[src/rtl/wh_pwm_pkg.sv]
package wh_pwm_pkg;
  localparam int SEL_W    = 3;
  localparam int BYP_BASE = 24;
  localparam int LEN_BASE = 8;

  // A programmed length of zero is treated as a single tick.
  function automatic logic [16:0] eff_len(input logic [16:0] v);
    return (v == '0) ? 17'd1 : v;
  endfunction

  // True when the tick now being counted is the last one of a phase.
  function automatic logic phase_last(input logic [16:0] cnt, input logic [16:0] len);
    return ({1'b0, cnt} + 18'd1) >= {1'b0, eff_len(len)};
  endfunction

  function automatic int wait_addr(input int ch);
    return LEN_BASE + 2 * ch;
  endfunction

  function automatic int hold_addr(input int ch);
    return LEN_BASE + 2 * ch + 1;
  endfunction
endpackage

[src/rtl/wh_pwm_regs.sv]
module wh_pwm_regs
  import wh_pwm_pkg::*;
#(
  parameter int NCH    = 7,
  parameter int CNT_W  = 17,
  parameter int ADDR_W = 5,
  parameter int DATA_W = 32
) (
  input  logic                   clk,
  input  logic                   rst_n,
  input  logic                   wr_en,
  input  logic [ADDR_W-1:0]      wr_addr,
  input  logic [DATA_W-1:0]      wr_data,
  input  logic [ADDR_W-1:0]      rd_addr,
  output logic [DATA_W-1:0]      rd_data,
  output logic [NCH*SEL_W-1:0]   sel_q,
  output logic [NCH-1:0]         byp_q,
  output logic [NCH-1:0]         pre_q,
  output logic [NCH-1:0]         post_q,
  output logic [NCH-1:0]         oe_q,
  output logic [NCH*CNT_W-1:0]   wait_q,
  output logic [NCH*CNT_W-1:0]   hold_q
);
  localparam logic [ADDR_W-1:0] A_SEL  = ADDR_W'(0);
  localparam logic [ADDR_W-1:0] A_PRE  = ADDR_W'(1);
  localparam logic [ADDR_W-1:0] A_POST = ADDR_W'(2);
  localparam logic [ADDR_W-1:0] A_OE   = ADDR_W'(3);

  always_ff @(posedge clk or negedge rst_n) begin
    if (!rst_n) begin
      sel_q  <= '0;
      byp_q  <= '0;
      pre_q  <= '0;
      post_q <= '0;
      oe_q   <= '0;
      wait_q <= '0;
      hold_q <= '0;
    end else if (wr_en) begin
      if (wr_addr == A_SEL) begin
        for (int n = 0; n < NCH; n++) begin
          // source field is locked while the channel counters run
          if (!pre_q[n]) sel_q[n*SEL_W +: SEL_W] <= wr_data[n*SEL_W +: SEL_W];
        end
        byp_q <= wr_data[BYP_BASE +: NCH];
      end
      if (wr_addr == A_PRE)  pre_q  <= wr_data[NCH-1:0];
      if (wr_addr == A_POST) post_q <= wr_data[NCH-1:0];
      if (wr_addr == A_OE)   oe_q   <= wr_data[NCH-1:0];
      for (int n = 0; n < NCH; n++) begin
        if (wr_addr == ADDR_W'(wait_addr(n))) wait_q[n*CNT_W +: CNT_W] <= wr_data[CNT_W-1:0];
        if (wr_addr == ADDR_W'(hold_addr(n))) hold_q[n*CNT_W +: CNT_W] <= wr_data[CNT_W-1:0];
      end
    end
  end

  always_comb begin
    rd_data = '0;
    if (rd_addr == A_SEL) begin
      rd_data[NCH*SEL_W-1:0]         = sel_q;
      rd_data[BYP_BASE +: NCH]       = byp_q;
    end
    if (rd_addr == A_PRE)  rd_data[NCH-1:0] = pre_q;
    if (rd_addr == A_POST) rd_data[NCH-1:0] = post_q;
    if (rd_addr == A_OE)   rd_data[NCH-1:0] = oe_q;
    for (int n = 0; n < NCH; n++) begin
      if (rd_addr == ADDR_W'(wait_addr(n))) rd_data[CNT_W-1:0] = wait_q[n*CNT_W +: CNT_W];
      if (rd_addr == ADDR_W'(hold_addr(n))) rd_data[CNT_W-1:0] = hold_q[n*CNT_W +: CNT_W];
    end
  end
endmodule

[src/rtl/wh_pwm_chan.sv]
module wh_pwm_chan
  import wh_pwm_pkg::*;
#(
  parameter int CNT_W = 17,
  parameter int NSRC  = 8
) (
  input  logic             clk,
  input  logic             rst_n,
  input  logic [NSRC-1:0]  src_tick,
  input  logic [SEL_W-1:0] sel,
  input  logic             pre_en,
  input  logic             post_en,
  input  logic             out_en,
  input  logic             bypass,
  input  logic [CNT_W-1:0] wait_len,
  input  logic [CNT_W-1:0] hold_len,
  output logic             tick,
  output logic             phase_hi,
  output logic             pwm
);
  logic [CNT_W-1:0] cnt, sh_wait, sh_hold;
  logic             div_wave;

  assign tick = src_tick[sel];

  always_ff @(posedge clk or negedge rst_n) begin
    if (!rst_n) begin
      cnt      <= '0;
      phase_hi <= 1'b1;
      sh_wait  <= CNT_W'(1);
      sh_hold  <= CNT_W'(1);
    end else if (!pre_en) begin
      // frozen and reset; pick up the current lengths for the next start
      cnt      <= '0;
      phase_hi <= 1'b1;
      sh_wait  <= wait_len;
      sh_hold  <= hold_len;
    end else if (tick) begin
      if (phase_hi) begin
        if (phase_last(cnt, sh_wait)) begin
          phase_hi <= 1'b0;
          cnt      <= '0;
        end else begin
          cnt <= cnt + CNT_W'(1);
        end
      end else begin
        if (phase_last(cnt, sh_hold)) begin
          phase_hi <= 1'b1;
          cnt      <= '0;
          sh_wait  <= wait_len;
          sh_hold  <= hold_len;
        end else begin
          cnt <= cnt + CNT_W'(1);
        end
      end
    end
  end

  assign div_wave = bypass ? tick : phase_hi;
  assign pwm      = out_en & post_en & pre_en & div_wave;
endmodule

[src/rtl/wh_pwm_bank.sv]
module wh_pwm_bank
  import wh_pwm_pkg::*;
#(
  parameter int NCH    = 7,
  parameter int CNT_W  = 17,
  parameter int NSRC   = 8,
  parameter int ADDR_W = 5,
  parameter int DATA_W = 32
) (
  input  logic              clk,
  input  logic              rst_n,
  input  logic              wr_en,
  input  logic [ADDR_W-1:0] wr_addr,
  input  logic [DATA_W-1:0] wr_data,
  input  logic [ADDR_W-1:0] rd_addr,
  output logic [DATA_W-1:0] rd_data,
  input  logic [NSRC-1:0]   src_tick,
  output logic [NCH-2:0]    pwm_pin,
  output logic              pwm_int
);
  localparam int NEXT = NCH - 1;

  logic [NCH*SEL_W-1:0] sel_q;
  logic [NCH-1:0]       byp_q, pre_q, post_q, oe_q;
  logic [NCH*CNT_W-1:0] wait_q, hold_q;
  logic [NCH-1:0]       chan_tick, phase_hi, chan_pwm;

  wh_pwm_regs #(.NCH(NCH), .CNT_W(CNT_W), .ADDR_W(ADDR_W), .DATA_W(DATA_W)) u_regs (
    .clk(clk), .rst_n(rst_n), .wr_en(wr_en), .wr_addr(wr_addr), .wr_data(wr_data),
    .rd_addr(rd_addr), .rd_data(rd_data), .sel_q(sel_q), .byp_q(byp_q),
    .pre_q(pre_q), .post_q(post_q), .oe_q(oe_q), .wait_q(wait_q), .hold_q(hold_q)
  );

  for (genvar n = 0; n < NCH; n++) begin : g_chan
    wh_pwm_chan #(.CNT_W(CNT_W), .NSRC(NSRC)) u_chan (
      .clk(clk), .rst_n(rst_n), .src_tick(src_tick),
      .sel(sel_q[n*SEL_W +: SEL_W]),
      .pre_en(pre_q[n]), .post_en(post_q[n]), .out_en(oe_q[n]), .bypass(byp_q[n]),
      .wait_len(wait_q[n*CNT_W +: CNT_W]), .hold_len(hold_q[n*CNT_W +: CNT_W]),
      .tick(chan_tick[n]), .phase_hi(phase_hi[n]), .pwm(chan_pwm[n])
    );
  end

  assign pwm_pin = chan_pwm[NEXT-1:0];
  assign pwm_int = chan_pwm[NCH-1];
endmodule

[config.mk]
export PLATFORM = sky130hd
export DESIGN_NAME = wh_pwm_bank
export DESIGN_NICKNAME = d
export VERILOG_FILES = /design/src/rtl/wh_pwm_pkg.sv /design/src/rtl/wh_pwm_regs.sv /design/src/rtl/wh_pwm_chan.sv /design/src/rtl/wh_pwm_bank.sv
export SDC_FILE = /design/constraint.sdc
export NUM_CORES = 1
export LEC_CHECK = 0
export ABC_CLOCK_PERIOD_IN_PS = 5700
export BUFFER_PORTS_ARGS = -buffer_cell sky130_fd_sc_hd__buf_4
export CORE_UTILIZATION = 55
export CTS_CLUSTER_SIZE = 30
export DETAILED_ROUTE_END_ITERATION = 12
export PLACE_DENSITY = 0.77
export SLEW_MARGIN = 10
export SYNTH_ARGS = -nofsm -noshare
export SYNTH_HDL_FRONTEND = slang
export SYNTH_SLANG_ARGS = --single-unit
[constraint.sdc]
create_clock -name clk -period 5.7 [get_ports clk]
set_clock_uncertainty 0.2 [all_clocks]
set_input_delay 0.57 -clock clk [delete_from_list [all_inputs] [get_ports clk]]
set_output_delay 0.57 -clock clk [all_outputs]
set_load 0.01 [all_outputs]
# Yosys cells after proc, flatten, opt, wreduce, memory -nomap -nowiden
# Index checks and enable logic that the tools add are counted.
[classes] order_cmp=21 addsub=14 eq_ne=55 bitwise_logic=28 mux=180 n_reduce_logical=48
[ops] op="17-bit 2-to-1 mux" n=119
[ops] op="18-bit by 17-bit greater-or-equal comparator with 1-bit output" n=14
[ops] op="17-bit logical NOT" n=14
[ops] op="17-bit by 1-bit adder with 18-bit output (second input constant)" n=7
[ops] op="17-bit by 1-bit adder with 17-bit output (second input constant)" n=7
[ops] op="5-bit by 4-bit == test with 1-bit output (second input constant)" n=16
[ops] op="5-bit == test (second input constant)" n=12
[ops] op="1-bit 2-to-1 mux" n=49
[ops] op="3-bit AND reduction" n=14
[ops] op="2-bit AND reduction" n=18
[ops] op="3-bit by 4-bit < comparator with 1-bit output (second input constant)" n=7
[ops] op="7-bit 2-to-1 mux" n=4
[ops] op="2-bit by 1-bit inequality test with 1-bit output (second input constant)" n=14
[ops] op="1-bit bitwise AND" n=21
[ops] op="1-bit binary-select mux with 3-bit select" n=7
[ops] op="21-bit 2-to-1 mux" n=1
[ops] op="5-bit by 2-bit == test with 1-bit output (second input constant)" n=4
[ops] op="2-bit inequality test (second input constant)" n=7
[ops] op="5-bit by 1-bit == test with 1-bit output (second input constant)" n=2
[ops] op="5-bit logical NOT" n=2
[ops] op="1-bit inverter" n=7
[word_totals] register_bits=651 out_inout_bits=39 elab_cells=399 in_bits=53

# Depth between registers and ports, before layout
[logic_depth] depth_word=19 depth_mapped=19 mapped_depth_nobuf=17

# By module
# From an unflattened synthesis, not the netlist that was laid out.
[unflattened] cells_unflattened=3623 hier_area_um2=39083.7
[modules_own_cells] module="wh_pwm_chan at g_chan[0].u_chan ..." cells_each=361 area_each_um2=3585.9 seq_area_each_um2=1305.0 instances=6
[modules_own_cells] module="wh_pwm_regs" cells_each=1106 area_each_um2=14012.2 seq_area_each_um2=7181.9 instances=1
[modules_own_cells] module="wh_pwm_chan at g_chan[6].u_chan" cells_each=351 area_each_um2=3555.9 seq_area_each_um2=1305.0 instances=1

# Worst setup path after synthesis
# OpenSTA, ideal clock, no wires.
[synth_path] path_kind="register to register" start="register g_chan[1].u_chan.cnt[0]" end="register g_chan[1].u_chan.sh_hold[1]" setup_slack_ns=1.769 synth_period_minus_slack_ns=3.931 path_buffers=2 required_time_ns=5.375 setup_ns=0.125 arrival_time_ns=3.606 stages_incl_launch_ff=20 cell_sequence="dfrtp_1 > ha_1 > nand3_1 > nor2_1 > nand3_1 > inv_1 > nand3_1 > nor2_1 > xor2_1 > ha_1 > or4_1 > a221oi_2 > o21ai_1 > a21oi_2 > a221oi_2 > nor3_2 > o31a_1 > buf_6 > buf_12 > mux2_4"
[synth_via] elab_chain_len=4
[synth_lines] item="start: declaration" line="wh_pwm_chan.sv:21" text="logic [CNT_W-1:0] cnt, sh_wait, sh_hold;"
[synth_lines] item="start signal: assignment" line="wh_pwm_chan.sv:44" text="cnt <= cnt + CNT_W'(1);"
[synth_lines] item="start signal: assignment" line="wh_pwm_chan.sv:53" text="cnt <= cnt + CNT_W'(1);"
[synth_lines] item="17-bit by 1-bit adder with 18-bit output" line="wh_pwm_pkg.sv:13" text="return ({1'b0, cnt} + 18'd1) >= {1'b0, eff_len(len)};"
[synth_lines] item="18-bit by 17-bit greater-or-equal comparator with 1-bit output" line="wh_pwm_pkg.sv:13"
[synth_lines] item="2-bit by 1-bit inequality test with 1-bit output (no line)"
[synth_lines] item="3-bit AND reduction (no line)"
[synth_lines] item="end signal: assignment" line="wh_pwm_chan.sv:37" text="sh_hold <= hold_len;"
[synth_lines] item="end signal: assignment" line="wh_pwm_chan.sv:51" text="sh_hold <= hold_len;"
[synth_lines] item="end: declaration" line="wh_pwm_chan.sv:21"
# No other way between the ends.
# A chain may end at the register's enable or synchronous reset.

# Worst setup path after layout
[layout_path] start="register g_chan[3].u_chan.cnt[0]" end="register g_chan[3].u_chan.cnt[11]"
[layout_via] elab_chain_len=6 word_cells_on_any_way=9 cone_classes="2 x add/sub; 2 x order compare; 5 x mux"
[layout_lines] item="start: declaration" line="wh_pwm_chan.sv:21"
[layout_lines] item="start signal: assignment" line="wh_pwm_chan.sv:44"
[layout_lines] item="start signal: assignment" line="wh_pwm_chan.sv:53"
[layout_lines] item="17-bit by 1-bit adder with 18-bit output" line="wh_pwm_pkg.sv:13"
[layout_lines] item="18-bit by 17-bit greater-or-equal comparator with 1-bit output" line="wh_pwm_pkg.sv:13"
[layout_lines] item="17-bit 2-to-1 mux (on tied branches)" line="wh_pwm_chan.sv:47, wh_pwm_chan.sv:40"
[layout_lines] item="17-bit 2-to-1 mux (*)" line="wh_pwm_chan.sv:39" text="if (phase_hi) begin"
[layout_lines] item="17-bit 2-to-1 mux (*)" line="wh_pwm_chan.sv:38" text="end else if (tick) begin"
[layout_lines] item="17-bit 2-to-1 mux (*)" line="wh_pwm_chan.sv:32" text="end else if (!pre_en) begin"
# Every way passes the cells marked *; elsewhere a longest branch is shown, timed or not. The select of a mux whose other input is x is not followed.

==> impl_metrics.toml <==
[outcome]
status = "completed"

[clocking]
ctsHoldBuffers = 12
cts_max_level = 3
cts_setup_buffers = 0
cts_buffers = 72
numClockSinks = 651
clk_transition_reported_paths_ns = 0.06
cts_root_buf = "clkbuf_16"
insertion_delay_ns = 0.63
cts_resized = 0
cts_tree = "built"
clk_path_buf_depth = 3

[yosys]
synth_top_area_share_pct = 43.08
synth_seq_cells = 651
synthFlopType = "dfrtp_1"
synth.avg_cell_area_sq_um = 11.16
synth.yosys.seq_area_share_pct = 44.59
netlist_top_cells_area = "dfrtp_1 (43%), mux2_2 (14%), ha_1 (8.4%)"
ys_async_sr_fraction_pct = 100.0
synth_area_sq_um = 36600
synth_edf_count = 0
syn_inst = 3278
synth_top_area_cell = "dfrtp_1"
post-synth-top-count-cell = "dfrtp_1"
ys_top_cells_by_count = "dfrtp_1 (630), mux2_2 (439), inv_1 (276)"
yosysWarnings = 0
ys_types = 99

[pwr]
power.density_nw_per_um2 = 365.2
power.net_switching_uw = 4695
total_power_uw = 14820
power_frac_clock_pct = 32.9
seqPwrFrac_pct = 44.0
ir_worst_vdd_uv = 241.7
internal_power_uw = 10130
combPwrFrac_pct = 23.1
sw_frac_of_total_pct = 31.68
p_leak_uw = 0.01948

[setup_path]
crit_required_ns = 6.02
worstSetupPathType = "flop to flop"
end_kind = "flop"
critPathLaunchType = "flop"
critPathArrivalTime_ns = 5.13
crit_path_max_fanout = 20

[sta]
hold_viol = 0
worstMarginPinSlew_ns = 1.099
final_max_slew_viol_count = 0
min_period_ns = 4.809
finalCritPeriodShare_pct = 84.36
whs_ns = 0.2459
max_freq_mhz = 208.0
rsz0062_at_grt = "false"
setup_viol = 0
finalSetupTns_ns = 0
relSlewSlack_pct = 26.65

[route]
drtIter0Drc = 2417
via_per_inst = 6.176
vias = 26440
drc = 0
wl_um = 101700
drtAntennaViolNets = 0
drtPass1Iterations = 8
post_drt_wl_per_cell_um = 23.75

[cells_and_area]
nets = 3653
area_growth_pct = 10.88
drive_gt1_share_pct = 24.95
n_fill_cell = 5123
post-route-cell-area_sq_um = 40580

[run]
maxCapViolations = 0

[floorplanning]
fp.dieW_um = 260.0
ios = 92
die-height_um = 260.0
coreArea_sq_um = 65750
die_area_sq_um = 67570
rows = 94
start_util_pct = 55.66

[global_route]
grt_max_degree = 150
gr-total-overflow = 0
grt_pass1_wl_um = 156800
track_usage_pct = 30.44
grt_pass1_vias = 26090
grt_antenna_before_repair = 6

[place]
io_buffers = 83
dp_hpwl_um = 72910
gp_congestion = 1.018
post_dp_cell_area_sq_um = 37980

[min_path]
hp-class = "input pin to flop"
-- final timing paths --
path | startpoint | endpoint | slack (ns) | cells after the start
setup / recovery | g_chan[3].u_chan.cnt[0]$_DFFE_PN0P_ | g_chan[3].u_chan.cnt[11]$_DFFE_PN0P_ | 0.89 | 17
hold reg to reg | g_chan[1].u_chan.cnt[16]$_DFFE_PN0P_ | g_chan[1].u_chan.cnt[16]$_DFFE_PN0P_ | 0.31 | 1
max in group asynchronous | rst_n | g_chan[5].u_chan.cnt[10]$_DFFE_PN0P_ | 3.61 | 3
min in group asynchronous | rst_n | u_regs.hold_q[30]$_DFFE_PN0P_ | 0.38 | 2
setup reg to reg | g_chan[3].u_chan.cnt[0]$_DFFE_PN0P_ | g_chan[3].u_chan.cnt[11]$_DFFE_PN0P_ | 0.89 | 17
hold / removal | wr_data[15] | u_regs.wait_q[49]$_DFFE_PN0P_ | 0.25 | 2
-- critical path, cell delays in order (launching register included) --
cell      delay (ns)
dfrtp_1         0.47
ha_1            0.28
nand3_1         0.16
nor2_1          0.26
nand2_1         0.11
nor3_1          0.48
nand3_1         0.17
xnor2_1         0.36
ha_1            0.33
and3_1          0.15
nand3_1         0.08
a21oi_1         0.06
a211oi_2        0.33
o211ai_1        0.16
a21oi_2         0.71
buf_4           0.24
nand2_1         0.05
o21ai_0         0.09
-- logic make-up after synthesis --
kind of cell               count (synthesis)  synth area share [%]
AOI/OAI and AO/OA                        577                 11.16
xor gates and xnor gates                 109                 2.609
adders and majority gates                245                 8.376
buffers and inverters                    422                 5.022
DFF                                      651                 44.59
muxes                                    571                 18.57
other                                      1               0.01025
and+or+nand+nor                          702                 9.672
-- through the flow --
stage	setup slack [ns]	instances	util [%]
after global routing	0.4443	4281	61.72
final	0.8912	4281	61.72
after CTS	0.8844	4279	61.71
after detailed placement	0.9673	4133	57.77
after floorplan	1.769	3281	-
after global placement	1.050	4133	57.77
-- layer usage --
layer | global-route usage [%] | wire length (um)
met2 | 45.66 | 44970
met5 | 0 | 61
met1 | 42.81 | 44050
met4 | 12.19 | 3883
met3 | 6.676 | 8707
-- layout by cell type, fill, tap and decap left out, types with 13 or more instances in the layout --
| cell | synthesis | routed |
|---|---|---|
| o211ai_1 | 25 | 25 |
| nor2b_1 | 14 | 13 |
| buf_4 | 20 | 129 |
| dfrtp_1 | 630 | 630 |
| a41o_1 | 14 | 14 |
| clkinv_2 | 0 | 13 |
| mux2i_1 | 47 | 47 |
| a21oi_1 | 113 | 113 |
| a21o_1 | 39 | 39 |
| xnor2_1 | 70 | 70 |
| nand3_1 | 87 | 87 |
| a221oi_1 | 13 | 13 |
| o21ai_2 | 13 | 13 |
| a22o_1 | 45 | 45 |
| mux4_2 | 13 | 13 |
| nor2_1 | 110 | 108 |
| inv_1 | 276 | 276 |
| ha_1 | 245 | 245 |
| xor2_1 | 39 | 39 |
| clkbuf_8 | 0 | 14 |
| a31oi_1 | 20 | 20 |
| a211oi_1 | 18 | 18 |
| mux2_4 | 58 | 58 |
| nand2b_1 | 47 | 47 |
| dfstp_2 | 21 | 21 |
| clkbuf_16 | 0 | 72 |
| nand2_1 | 230 | 230 |
| nor4_1 | 64 | 64 |
| clkbuf_1 | 76 | 16 |
| a22oi_1 | 16 | 16 |
| nand4_1 | 30 | 30 |
| nor3_1 | 17 | 15 |
| and3_1 | 41 | 41 |
| mux2_2 | 439 | 439 |
| o21ai_0 | 132 | 132 |
-- sequential cells by signal (all words and copies together), names as in the netlist --
| name | flops |
|---|---|
| u_regs.oe_q | 7 |
| u_regs.wait_q | 119 |
| g_chan.u_chan.cnt | 119 |
| u_regs.hold_q | 119 |
| u_regs.sel_q | 21 |
| u_regs.byp_q | 7 |
| g_chan.u_chan.sh_hold | 119 |
| g_chan.u_chan.sh_wait | 119 |
| g_chan.u_chan.phase_hi | 7 |
| u_regs.post_q | 7 |
| u_regs.pre_q | 7 |
-- area by class of cell --
type	count	area (sq um)	share of cell area [%]
antenna	2	5.005	0.01233
clock buffer	102	2054	5.063
clock inverter	32	420.4	1.036
inverter	277	1040	2.562
multi-input combinational	2208	18500	45.58
sequential	651	16320	40.21
tap	864	1081	2.664
timing repair buffer	145	1164	2.868
-- power by group through the flow --
stage	sequential, uW	clock, uW	combinational [uW]
2_1_floorplan	6130	0	2580
3_3_place_gp	6520	0	3240
3_5_place_dp	6560	0	3350
4_1_cts	6490	4940	3400
5_1_grt	6630	5120	3770
6_report	6530	4880	3420
No activity file was read; power rests on OpenSTA's default activity.
